$ cat config.mk
export PLATFORM = sky130hd
export DESIGN_NAME = sc_char_rx
export DESIGN_NICKNAME = d
export VERILOG_FILES = /design/src/rtl/sc_rx_pkg.sv /design/src/rtl/sc_rx_ctrl.sv /design/src/rtl/sc_rx_dp.sv /design/src/rtl/sc_char_rx.sv
export SDC_FILE = /design/constraint.sdc
export NUM_CORES = 1
export LEC_CHECK = 0
export ABC_AREA = 1
export BUFFER_PORTS_ARGS = -buffer_cell sky130_fd_sc_hd__buf_2
export CAP_MARGIN = 15
export CORE_MARGIN = 2
export CORE_UTILIZATION = 60
export CTS_CLUSTER_SIZE = 24
export DETAILED_ROUTE_END_ITERATION = 8
export PLACE_DENSITY = 0.92
export REMOVE_ABC_BUFFERS = 1
export SYNTH_ARGS = -nofsm -noshare
export SYNTH_HDL_FRONTEND = slang
export SYNTH_HIERARCHICAL = 1
export SYNTH_SLANG_ARGS = --single-unit
export TNS_END_PERCENT = 5
$ cat constraint.sdc
create_clock -name clk -period 3.7 [get_ports clk]
set_input_delay 0.74 -clock clk [delete_from_list [all_inputs] [get_ports clk]]
set_output_delay 0.74 -clock clk [all_outputs]
set_load 0.01 [all_outputs]
$ cat src/rtl/sc_rx_pkg.sv
package sc_rx_pkg;
  localparam int DATA_BITS = 8;

  // Strobes from control to datapath
  typedef struct packed {
    logic shiftEn;   // capture one data bit at mid-etu
    logic checkEn;   // parity bit at mid-etu: judge the character
  } rxStrobe_t;

  typedef enum logic [2:0] {
    ST_IDLE,
    ST_START,
    ST_BITS,
    ST_WAIT,
    ST_SLOT,
    ST_GUARD
  } rxState_t;
endpackage

$ cat src/rtl/sc_rx_ctrl.sv
module sc_rx_ctrl
  import sc_rx_pkg::*;
#(
  parameter int CNT_W = 12,
  parameter int NBITS = DATA_BITS
) (
  input  logic             clk,
  input  logic             rstN,
  input  logic             lineIn,
  input  logic [CNT_W-1:0] etuLen,
  input  logic             badChar,
  output rxStrobe_t        strobe,
  output logic             driveLow
);
  localparam int IDX_W = $clog2(NBITS + 1);
  localparam logic [IDX_W-1:0] LAST_IDX = IDX_W'(NBITS);

  rxState_t         state;
  logic [CNT_W-1:0] cnt;
  logic [IDX_W-1:0] bitIdx;
  logic             lineQ;
  logic             etuHit;
  logic             halfHit;

  assign etuHit  = (cnt == etuLen);
  assign halfHit = (cnt == (etuLen >> 1));

  always_comb begin
    strobe.shiftEn = (state == ST_BITS) && etuHit && (bitIdx != LAST_IDX);
    strobe.checkEn = (state == ST_BITS) && etuHit && (bitIdx == LAST_IDX);
  end

  always_ff @(posedge clk or negedge rstN) begin
    if (!rstN) begin
      state    <= ST_IDLE;
      cnt      <= '0;
      bitIdx   <= '0;
      lineQ    <= 1'b1;
      driveLow <= 1'b0;
    end else begin
      lineQ <= lineIn;
      unique case (state)
        ST_IDLE: begin
          if (lineQ && !lineIn) begin
            state <= ST_START;
            cnt   <= CNT_W'(1);
          end
        end
        ST_START: begin
          if (halfHit) begin
            cnt    <= CNT_W'(1);
            bitIdx <= '0;
            state  <= lineIn ? ST_IDLE : ST_BITS;
          end else begin
            cnt <= cnt + CNT_W'(1);
          end
        end
        ST_BITS: begin
          if (etuHit) begin
            cnt <= CNT_W'(1);
            if (bitIdx == LAST_IDX) state <= ST_WAIT;
            else bitIdx <= bitIdx + IDX_W'(1);
          end else begin
            cnt <= cnt + CNT_W'(1);
          end
        end
        ST_WAIT: begin
          if (etuHit) begin
            cnt      <= CNT_W'(1);
            state    <= ST_SLOT;
            driveLow <= badChar;
          end else begin
            cnt <= cnt + CNT_W'(1);
          end
        end
        ST_SLOT: begin
          if (etuHit) begin
            cnt      <= CNT_W'(1);
            state    <= ST_GUARD;
            driveLow <= 1'b0;
          end else begin
            cnt <= cnt + CNT_W'(1);
          end
        end
        ST_GUARD: begin
          if (etuHit) begin
            cnt   <= '0;
            state <= ST_IDLE;
          end else begin
            cnt <= cnt + CNT_W'(1);
          end
        end
        default: state <= ST_IDLE;
      endcase
    end
  end
endmodule

$ cat src/rtl/sc_rx_dp.sv
module sc_rx_dp
  import sc_rx_pkg::*;
#(
  parameter int NBITS = DATA_BITS
) (
  input  logic             clk,
  input  logic             rstN,
  input  logic             lineIn,
  input  rxStrobe_t        strobe,
  input  logic             oddParity,
  input  logic             rxIntEn,
  input  logic             rdStrobe,
  input  logic             perClrStrobe,
  output logic             badChar,
  output logic [NBITS-1:0] rxData,
  output logic             dataReady,
  output logic             parityErr,
  output logic             rxIrq,
  output logic             errIrq
);
  logic [NBITS-1:0] shiftReg;
  logic             parityOk;

  // lineIn carries the parity bit when checkEn is high
  assign parityOk = ((^shiftReg) ^ lineIn) == oddParity;

  always_ff @(posedge clk or negedge rstN) begin
    if (!rstN) begin
      shiftReg  <= '0;
      rxData    <= '0;
      dataReady <= 1'b0;
      parityErr <= 1'b0;
      badChar   <= 1'b0;
    end else begin
      if (strobe.shiftEn) shiftReg <= {lineIn, shiftReg[NBITS-1:1]};

      if (rdStrobe) dataReady <= 1'b0;
      if (perClrStrobe) parityErr <= 1'b0;

      if (strobe.checkEn) begin
        badChar <= !parityOk;
        if (parityOk) begin
          rxData    <= shiftReg;
          dataReady <= 1'b1;
        end else begin
          parityErr <= 1'b1;
        end
      end
    end
  end

  assign rxIrq  = dataReady & rxIntEn;
  assign errIrq = parityErr & rxIntEn;
endmodule

$ cat src/rtl/sc_char_rx.sv
module sc_char_rx
  import sc_rx_pkg::*;
#(
  parameter int CNT_W = 12
) (
  input  logic                 clk,
  input  logic                 rstN,
  input  logic                 lineIn,
  input  logic [CNT_W-1:0]     etuLen,
  input  logic                 oddParity,
  input  logic                 rxIntEn,
  input  logic                 rdStrobe,
  input  logic                 perClrStrobe,
  output logic                 lineDriveLow,
  output logic [DATA_BITS-1:0] rxData,
  output logic                 dataReady,
  output logic                 parityErr,
  output logic                 rxIrq,
  output logic                 errIrq
);
  rxStrobe_t strobe;
  logic      badChar;

  sc_rx_ctrl #(.CNT_W(CNT_W), .NBITS(DATA_BITS)) u_ctrl (
    .clk      (clk),
    .rstN     (rstN),
    .lineIn   (lineIn),
    .etuLen   (etuLen),
    .badChar  (badChar),
    .strobe   (strobe),
    .driveLow (lineDriveLow)
  );

  sc_rx_dp #(.NBITS(DATA_BITS)) u_dp (
    .clk          (clk),
    .rstN         (rstN),
    .lineIn       (lineIn),
    .strobe       (strobe),
    .oddParity    (oddParity),
    .rxIntEn      (rxIntEn),
    .rdStrobe     (rdStrobe),
    .perClrStrobe (perClrStrobe),
    .badChar      (badChar),
    .rxData       (rxData),
    .dataReady    (dataReady),
    .parityErr    (parityErr),
    .rxIrq        (rxIrq),
    .errIrq       (errIrq)
  );
endmodule

==> run metrics, run 1 <==
Post-synth top flop=dfrtp_1; reg2reg end=u_dp/shiftReg[1]; yosys warns=6; Area Growth Syn to Fin=12.07%; Initial Utilization=61.07%; largest cells by area after synthesis=dfrtp_1 (37%), nand2_1 (25%), inv_1 (7.3%), nor2_1 (4.4%), nand3_1 (4.2%); gate count of the mapped netlist=391; global-route wire length before repair=10540 um; Worst Skew=0.01281 ns; # resized after CTS=0; number of port buffers=31; die area=4915 um2; detailed-route DRC error count=0; cell depth of the worst min-delay path=2; post-synthesis mux area share=0%; async set-or-reset flop fraction in the synthesized netlist=100.0%; cts hold-fix bufs=0; Die W=70.11 um; total track usage=26.56%; gpl congestion=0.9140; WHS=0.4745 ns; WL/cell=12.39 um; Post-synth top cells=nand2_1 (173), inv_1 (51), dfrtp_1 (39); routed via count=2510; WL final=5909 um; Synth Cell Area=2623 um2; worst-path fanout max=16; TritonRoute pass-1 iters=4; Post-synth EDFFs=0; Post-CTS Repair Setup Buffers=0; Pleak=1.653 nW; Crit Path Class=primary input to flip-flop; total gr overflow=0; Critical Path Most Common Cell=nand2_1; adder-cell share of the synthesized area=1.431%; status=complete, no violations; io pins=32; Crit. End Element=flip-flop; Slew @ Worst Pin=0.9028 ns; min-delay src=u_dp/rxData[6]; Hold Path Class=flip-flop to flip-flop; Unique masters post-synth=34; compound-cell area share of the yosys netlist=5.391%; largest net degree at the start of global routing=41; Peak VDD IR=0.3014 mV; via density per instance=5.262; Worst-Skew Late Latency=0.30 ns; Tcrit/Tclk final=58.82%; simple-gate share of the synthesized area=41.17%; CTS Sinks=40; Final #Nets=446; MaxCap Viol Count=0; unrepaired setup endpoints after global routing=false; core outline area=4294 um2; initial antenna violation count=0; Min-Delay Endpoint=u_dp/rxData[6]; CP max stage delay=0.65 ns; Yosys top cell by area=dfrtp_1; f_max=0.4595 GHz; Final Hold Viols=0; startpoint types=primary input; site row count=24; WP data arrival=2.32 ns; Avg Inst Size Synth=6.707 um2; n_diodes=0; Clock Pin Slew Worst Setup and Hold Paths=0.08 ns; Routed Antenna Nets=0; # setup viols final=0; TritonCTS clock tree=built; CTS Root Cell=clkbuf_8; layout cells sized above 1=15.29%; reg2reg start=u_ctrl/cnt[0]; Worst Reg-to-Reg Cells=8; crit path cell chain=buf_2 > inv_1 > nand2_1 > nand2_1 > nand2_1 > nor2_1 > nand3_2 > nor2_1 > o21ai_0; initial drt markers=231; WP data required=3.84 ns; final slew viol count=0; worst rel slew slack=39.81%; total CTS buffers=5; setup TNS=0 ns; Post-Synth XOR/XNOR Area=4.342%; CP bufs+invs=2; Die H=70.11 um; setup slack, reg-to-reg=1.53 ns; DP HPWL=4347 um; Final min period=2.176 ns; flops & latches, synth=40; number of global-route vias before repair=2507; CTS max path bufs=2; most numerous cell in the Yosys netlist=nand2_1; highest-delay cell along the critical path=nor2_1; combinational family with the most area after synthesis=simple AND/OR/NAND/NOR gates; H-Tree Depth=2; register area share after synthesis=38.22%; Crit path max-delay family=simple AND/OR/NAND/NOR gates; Synth top area share=37.21%; Pwr Density=472.7 nW/um2
-- sequential cells by signal (all words and copies together), names as in the netlist, 3 cells and up --
| name | cells |
|---|---|
| u_dp/rxData | 8 |
| u_ctrl/bitIdx | 4 |
| u_ctrl/cnt | 12 |
| u_dp/shiftReg | 8 |
| u_ctrl/state | 3 |
-- where the power goes --
group	switching [W]	internal, W	total (W)
Clock	0.000159	0.000238	0.000397
Sequential	0.0000551	0.000469	0.000524
Combinational	0.000314	0.000155	0.000469
-- layout make-up --
type / count / area (um2)
fillers: 329 / 1355
inverters: 56 / 210.2
multi-input cells: 289 / 1373
repair buffers: 32 / 162.7
flip-flops and latches: 40 / 1002
well taps: 52 / 65.06
clock inverters: 1 / 30.03
clock buffers: 7 / 96.34
-- cells by family (layout without fill, tap and decap cells) --
kind of cell / after synthesis / count (layout)
adder cells (fa/ha/maj): 3 / 3
XOR/XNOR: 13 / 13
AO/OA/AOI/OAI: 24 / 24
flip-flops: 40 / 40
AND/OR/NAND/NOR: 249 / 249
buffers and inverters: 62 / 96
-- how the worst max path moves through the flow --
stage	startpoint	endpoint	slack [ns]	cells after the start
2_1_floorplan	etuLen[5]	u_dp/badChar	1.41	10
3_5_place_dp	etuLen[5]	u_dp/shiftReg[2]	1.26	9
5_1_grt	u_ctrl/cnt[0]	u_dp/shiftReg[1]	1.26	8
4_1_cts	u_ctrl/cnt[0]	u_dp/shiftReg[1]	1.54	8
6_report	etuLen[9]	u_dp/shiftReg[1]	1.52	9
3_3_place_gp	etuLen[5]	u_dp/shiftReg[3]	1.34	9
-- per-layer routing --
metal / vias up / GRT usage, % / part of all wire, %
met2: 70 / 47.83 / 52
met4: 0 / 10.47 / 2.0
met5: - / 0 / 0
li1: 1249 / - / -
met1: 1179 / 31.76 / 41
met3: 12 / 3.896 / 5.1
-- worst min-delay path, stage by stage, from the launching register on --
cell     delay (ns)
dfrtp_1        0.35
nand2_1        0.05
nand2_1        0.04
-- placed cells by master, fill, tap and decap left out --
| cell | synthesis | routed |
|---|---|---|
| nor2_8 | 1 | 1 |
| a21oi_1 | 3 | 3 |
| nand3_2 | 1 | 1 |
| dfstp_2 | 1 | 1 |
| bufinv_16 | 0 | 1 |
| nand4_1 | 3 | 3 |
| ha_1 | 3 | 3 |
| nand4_2 | 1 | 1 |
| nor2_4 | 1 | 1 |
| a21boi_2 | 2 | 2 |
| clkbuf_8 | 0 | 7 |
| nand3_1 | 22 | 22 |
| xor2_1 | 8 | 8 |
| o21ai_1 | 3 | 3 |
| buf_4 | 1 | 1 |
| o22ai_1 | 1 | 1 |
| dfrtp_1 | 39 | 39 |
| inv_1 | 51 | 51 |
| nor2_1 | 31 | 31 |
| nand3_4 | 1 | 1 |
| xnor2_1 | 5 | 5 |
| o21ai_0 | 13 | 13 |
| nand2_2 | 6 | 6 |
| nand2_1 | 173 | 173 |
| nor3_4 | 1 | 1 |
| o21ai_2 | 2 | 2 |
| nand3b_1 | 2 | 2 |
| inv_2 | 4 | 4 |
| buf_2 | 2 | 31 |
| clkinv_1 | 1 | 1 |
| nor3_1 | 2 | 2 |
| nand2_4 | 2 | 2 |
| nor2_2 | 2 | 2 |
-- through the flow --
step	power, W	cells	utilization [%]	worst slack [ns]	cell area, um2
detailed placement	0.0009928	469	65.50	1.263	2813
CTS	0.001392	477	68.44	1.536	2939
floorplan	0.0008809	385	-	1.414	2585
global route	0.001474	477	68.44	1.258	2939
global placement	0.0009741	469	65.50	1.345	2813
finish	0.001389	477	68.44	1.524	2939
Note: power is estimated with default switching activity, not from simulation.
==> run 2: changes to the inputs <==
Settings changed: ABC_AREA 1 to 0, CORE_UTILIZATION 60 to 51, PLACE_DENSITY 0.92 to 0.85.
Clock period 3.7 ns to 1.8 ns, I/O delays scaled along.
==> run metrics, run 2 <==
Worst Skew=0.01066 ns (-0.002151 ns); Final Hold Viols=0 (unchanged); number of port buffers=31 (unchanged); Synth Cell Area=2272 um2 (-13%); layout cells sized above 1=42.11% (+27 points); WP data arrival=2.17 ns (-0.15 ns); MaxCap Viol Count=0 (unchanged); detailed-route DRC error count=0 (unchanged); yosys warns=6 (unchanged); WL/cell=15.60 um (+26%); largest net degree at the start of global routing=41 (unchanged); final slew viol count=0 (unchanged); site row count=24 (unchanged); via density per instance=5.383 (+2.3%); Final #Nets=306 (-31%); fin util=69.70% (+1.3 points); Final min period=1.975 ns; CP max stage delay=0.43 ns (-0.22 ns); total gr overflow=0 (unchanged); core outline area=4324 um2 (+0.70%); Top reg by flops=u_ctrl/cnt; most frequent cells in the layout=buf_4 (41), dfrtp_1 (39), buf_2 (31), xnor2_1 (20), mux2_4 (17); # setup viols final=33 (+33); gpl congestion=0.9559 (+4.6%); async set-or-reset flop fraction in the synthesized netlist=100.0% (unchanged); Synth top area share=42.95% (+5.7 points); max FFs per register=12 (unchanged); TritonCTS clock tree=built; Die H=70.75 um (+0.91%); reg2reg end=u_ctrl/bitIdx[0]; gate count of the mapped netlist=210 (-46%); failing checks=setup timing; Die W=70.75 um (+0.91%); worst rel slew slack=66.15% (+26 points); Worst Setup EP=u_ctrl/bitIdx[0]; WL final=5258 um (-11%); cts hold-fix bufs=0 (unchanged); crit path cell chain=xor2_1 > nor4_2 > nand3_1 > o31a_1 > o21bai_4 > mux2_4; n_diodes=0 (unchanged); Unique masters post-synth=47 (+38%); Crit Path Class=flip-flop to flip-flop; Worst-Skew Late Latency=0.30 ns (about the same); Pleak=1.458 nW (-12%); highest-delay cell along the critical path=dfrtp_1; Initial Utilization=52.55% (-8.5 points); flops & latches, synth=40 (unchanged); Area Growth Syn to Fin=32.65%; Post-synth EDFFs=0 (unchanged); H-Tree Depth=2 (unchanged); Tcrit/Tclk final=109.7%; largest cells by area after synthesis=dfrtp_1 (43%), xnor2_1 (8.5%), xor2_1 (6.2%), mux2_4 (5.9%), mux2_2 (4.0%); worst setup path start=u_ctrl/cnt[0]; f_max=0.5064 GHz; total track usage=22.36% (-4.2 points); Post-synth top cells=dfrtp_1 (39), xnor2_1 (22), nor2_1 (16), xor2_1 (16), mux2_4 (9); reg2reg start=u_ctrl/cnt[0]; Setup WS post-layout=-0.1747 ns (-1.698 ns); TritonRoute pass-1 iters=5 (+1); Worst Reg-to-Reg Cells=6 (-2); die area=5005 um2 (+1.8%); Yosys top cell by area=dfrtp_1; routed via count=1814 (-28%); Pwr Density=831.7 nW/um2 (+76%); CTS max path bufs=2 (unchanged); most numerous cell in the Yosys netlist=dfrtp_1; total CTS buffers=5 (unchanged); global-route wire length before repair=8618 um (-18%); register area share after synthesis=44.11% (+5.9 points); DP HPWL=3670 um (-16%); Peak VDD IR=0.5548 mV (+84%); Routed Antenna Nets=0 (unchanged); Post-synth top flop=dfrtp_1; initial drt markers=92 (-60%); io pins=32 (unchanged); startpoint types=flip-flop; CTS Root Cell=clkbuf_8; unrepaired setup endpoints after global routing=true; Crit. End Element=flip-flop; Hold Path Class=primary input to async pin; initial antenna violation count=0 (unchanged); WP data required=1.99 ns (-1.85 ns); Avg Inst Size Synth=10.82 um2 (+61%); Clock Pin Slew Worst Setup and Hold Paths=0.09 ns (about the same); status=finished with violations; number of global-route vias before repair=1866 (-26%); setup slack, reg-to-reg=-0.17 ns (-1.70 ns); WHS=0.1048 ns (-0.3698 ns); worst-path fanout max=3 (-13); Slew @ Worst Pin=0.5078 ns (-0.3951 ns); most common cell after layout, fill and taps aside=buf_4; Regs by FF count=u_ctrl/cnt: 12 flops, u_dp/rxData: 8 flops, u_dp/shiftReg: 8 flops; CTS Sinks=40 (unchanged)
==> run 2: cell types whose count changed after synthesis, moves of 9 or more <==
cell | previous run | this run
mux2_4 | 0 | 9
xnor2_1 | 5 | 22
nand2_1 | 173 | 5
nand3_1 | 22 | 8
nor2_1 | 31 | 16
inv_1 | 51 | 6
==> run 2: timing repair <==
action / in CTS / in global routing
setup buffers: 2 / 0
gates resized for setup: 19 / 6
endpoints found under the setup margin: 33 / 36
pin swaps: 12 / 6
==> run 2: critical path, delay by kind of cell (launching register included) <==
| family | cells | cell delay, ns |
|---|---|---|
| AO/OA/AOI/OAI | 2 | 0.53 |
| XOR/XNOR | 1 | 0.17 |
| flip-flops | 1 | 0.43 |
| multiplexers | 1 | 0.25 |
| AND/OR/NAND/NOR | 2 | 0.49 |
==> run 2: worst min path at each step <==
stage	from	end	slack (ns)	depth (start not counted)
2_1_floorplan	rstN	u_ctrl/bitIdx[0]	0.06	0
3_3_place_gp	rstN	u_ctrl/cnt[9]	0.44	2
3_5_place_dp	rstN	u_ctrl/cnt[11]	0.45	2
4_1_cts	rstN	u_ctrl/cnt[11]	0.12	2
5_1_grt	rstN	u_ctrl/cnt[10]	0.14	2
6_report	rstN	u_ctrl/cnt[9]	0.10	2
==> run 2: layout make-up <==
cell class	count	area, um2
Clock buffer	6	82.58
Clock inverter	2	38.79
Fill cell	304	1310
Inverter	6	22.52
Multi-Input combinational cell	154	1275
Sequential cell	40	1002
Tap cell	52	65.06
Timing Repair Buffer	77	528.0
==> run 2: kinds of logic (layout without fill, tap and decap cells) <==
group	Yosys count	count (layout)	synth area share, %
buffers and inverters	16	91	3.909
DFF	40	40	44.11
xor gates and xnor gates	39	39	15.64
AOI/OAI and AO/OA	28	28	8.536
and+or+nand+nor	66	66	15.81
muxes	18	18	10.35
adders and majority gates	3	3	1.652
==> run 2: layer usage <==
layer | part of all wire [%] | routed length, um | up-vias | track usage [%]
met3 | 4.5 | 237 | 7 | 6.838
met2 | 55 | 2880 | 49 | 39.04
met1 | 40 | 2082 | 877 | 26.47
met5 | 0 | 0 | - | 0
met4 | 1.1 | 58 | 0 | 6.918
li1 | - | - | 881 | -
==> run 2: where the power goes <==
group	switching [W]	leakage (nW)	internal [W]	total, W
registers	0.0000961	0.534	0.000980	0.00108
logic	0.000307	0.863	0.000333	0.000640
clock network	0.000337	0.0614	0.000454	0.000791
total	0.000741	1.46	0.00177	0.00251
==> run 2: per-stage QoR <==
step / setup TNS (ns) / total power (W) / setup slack (ns) / std cells / instance area [um2]
after CTS: -1.613 / 0.002512 / -0.1697 / 337 / 2990
final: -1.862 / 0.002507 / -0.1747 / 337 / 3014
after detailed placement: -4.791 / 0.001693 / -0.2667 / 327 / 2769
after floorplan: -9.507 / 0.001431 / -0.4406 / 200 / 2206
after global routing: -4.337 / 0.002639 / -0.2100 / 337 / 3014
after global placement: -4.570 / 0.001661 / -0.2279 / 327 / 2769
==> run 3: changes to the inputs <==
Settings changed: CELL_PAD_IN_SITES_DETAIL_PLACEMENT set to 0, CELL_PAD_IN_SITES_GLOBAL_PLACEMENT set to 1, CORE_UTILIZATION 51 to 40.
==> run metrics, run 3 (synthesized netlist as in run 2, its figures left out) <==
status=finished with violations; failing checks=setup timing; M1 GR Usage=19.09% (-7.4 points); area post-placement=2796 um2 (+0.99%); DP HPWL=3526 um (-3.9%); H-Tree Depth=2 (unchanged); Worst-Skew Late Latency=0.29 ns (about the same); worst rel slew slack=66.48% (+0.33 points); Top reg by flops=u_ctrl/cnt; Crit. End Element=flip-flop; total CTS buffers=5 (unchanged); number of global-route vias before repair=1784 (-4.4%); Crit Path Class=flip-flop to flip-flop; most common cell after layout, fill and taps aside=buf_4; Worst Skew=0.008396 ns (-0.002264 ns); core outline area=5507 um2 (+27%); WL final=4763 um (-9.4%); initial drt markers=59 (-36%); startpoint types=flip-flop; worst-path fanout max=3 (unchanged); global-route wire length before repair=7990 um (-7.3%); cts hold-fix bufs=0 (unchanged); CTS Root Cell=clkbuf_8; site row count=27 (+13%); final slew viol count=0 (unchanged); Hold Path Class=primary input to async pin; Routed Antenna Nets=0 (unchanged); Final min period=1.973 ns (-0.002022 ns); GR Util met2=29.58% (-9.5 points); gr busiest metal=met2; MaxCap Viol Count=0 (unchanged); Die H=79.37 um (+12%); WHS=0.1183 ns (+0.01354 ns); routed via count=1792 (-1.2%); Area Growth Syn to Fin=34.36%; largest net degree at the start of global routing=41 (unchanged); f_max=0.5069 GHz (+0.10%); most frequent cells in the layout=buf_4 (48), dfrtp_1 (37), buf_2 (31), xnor2_1 (19), xor2_1 (16); Clock Pin Slew Worst Setup and Hold Paths=0.08 ns (about the same); WL/cell=13.16 um (-16%); CTS Sinks=40 (unchanged); # setup viols final=31 (-6.1%); TritonCTS clock tree=built; Multi-input gate area=1265 um2 (-0.79%); dpl ws=-0.2443 ns (+0.02242 ns); Slew @ Worst Pin=0.5028 ns (-0.004910 ns); Final Hold Viols=0 (unchanged); initial antenna violation count=0 (unchanged); total gr overflow=0 (unchanged); die area=6300 um2 (+26%); n_diodes=0 (unchanged); gpl congestion=0.7977 (-17%); via density per instance=4.950 (-8.0%); met3 usage=3.507% (-3.3 points); WP data required=1.98 ns (about the same); Pleak=1.479 nW (+1.5%); layout cells sized above 1=44.48% (+2.4 points); Tcrit/Tclk final=109.6% (-0.11 points); footprint of the flip-flops and latches=1005 um2 (+0.25%); Final #Nets=311 (+1.6%); detailed-route DRC error count=0 (unchanged); total track usage=16.36% (-6.0 points); fin util=55.44% (-14 points); Initial Utilization=41.26% (-11 points); fillers=484 (+59%); io pins=32 (unchanged); number of port buffers=31 (unchanged); Pwr Density=818.6 nW/um2 (-1.6%); TritonRoute pass-1 iters=4 (-1); CTS max path bufs=2 (unchanged); unrepaired setup endpoints after global routing=true; Setup WS post-layout=-0.1727 ns (+0.002022 ns); Regs by FF count=u_ctrl/cnt: 12 flops, u_dp/rxData: 8 flops, u_dp/shiftReg: 8 flops; max FFs per register=12 (unchanged); Die W=79.37 um (+12%); WP data arrival=2.15 ns (-0.02 ns); post-route cell area=3053 um2 (+1.3%); Peak VDD IR=0.4123 mV (-26%)
run 3: cell type report:
class                           instances  area share, %
Clock buffer                            6          2.705
Sequential cell                        40          32.91
Inverter                                6         0.7377
Timing Repair Buffer                   82          17.99
Clock inverter                          2          1.270
Multi-Input combinational cell        154          41.43
Tap cell                               72          2.951
run 3: metrics by stage:
step                std cells  TNS, ns  total power (W)
floorplan                 200   -9.507         0.001431
global placement          349   -4.782         0.001682
detailed placement        349   -5.346         0.001698
CTS                       358   -3.656         0.002500
global route              362   -6.990         0.002670
finish                    362   -2.106         0.002499
run 3: worst paths after layout:
path                                start  slack, ns  cells after the start                to
max                         u_ctrl/cnt[4]      -0.17                      6  u_ctrl/bitIdx[0]
min in group clk                 rdStrobe       0.23                      2    u_dp/dataReady
min                                  rstN       0.12                      2    u_ctrl/cnt[10]
min reg2reg                u_dp/rxData[0]       0.50                      1    u_dp/rxData[0]
max in group asynchronous            rstN       1.31                      2      u_ctrl/lineQ
max reg2reg                 u_ctrl/cnt[4]      -0.17                      6  u_ctrl/bitIdx[0]
run 3: routing by layer:
metal | up-vias | share of wire, %
met4 | 0 | 1.2
met5 | - | 0
li1 | 887 | -
met2 | 26 | 52
met1 | 872 | 43
met3 | 7 | 3.4
run 3: worst max-delay path, cell delays in order (launching register included):
cell and delay [ns]:
dfrtp_2 0.43, xor2_1 0.14, nor4_1 0.31, nand3_1 0.19, o31a_1 0.35, o21bai_4 0.17
mux2_4 0.25
run 3: power by group:
part / switching [W] / internal [W]
Sequential: 0.000102 / 0.000984
Combinational: 0.000299 / 0.000348
Clock: 0.000312 / 0.000453
run 3: timing repair:
item                                    4_1_cts  5_1_grt
endpoints found under the setup margin       32       37
setup buffers                                 1        4
endpoints found under the hold margin         0        0
resized for setup                             3       22
pin swaps                                     4        8
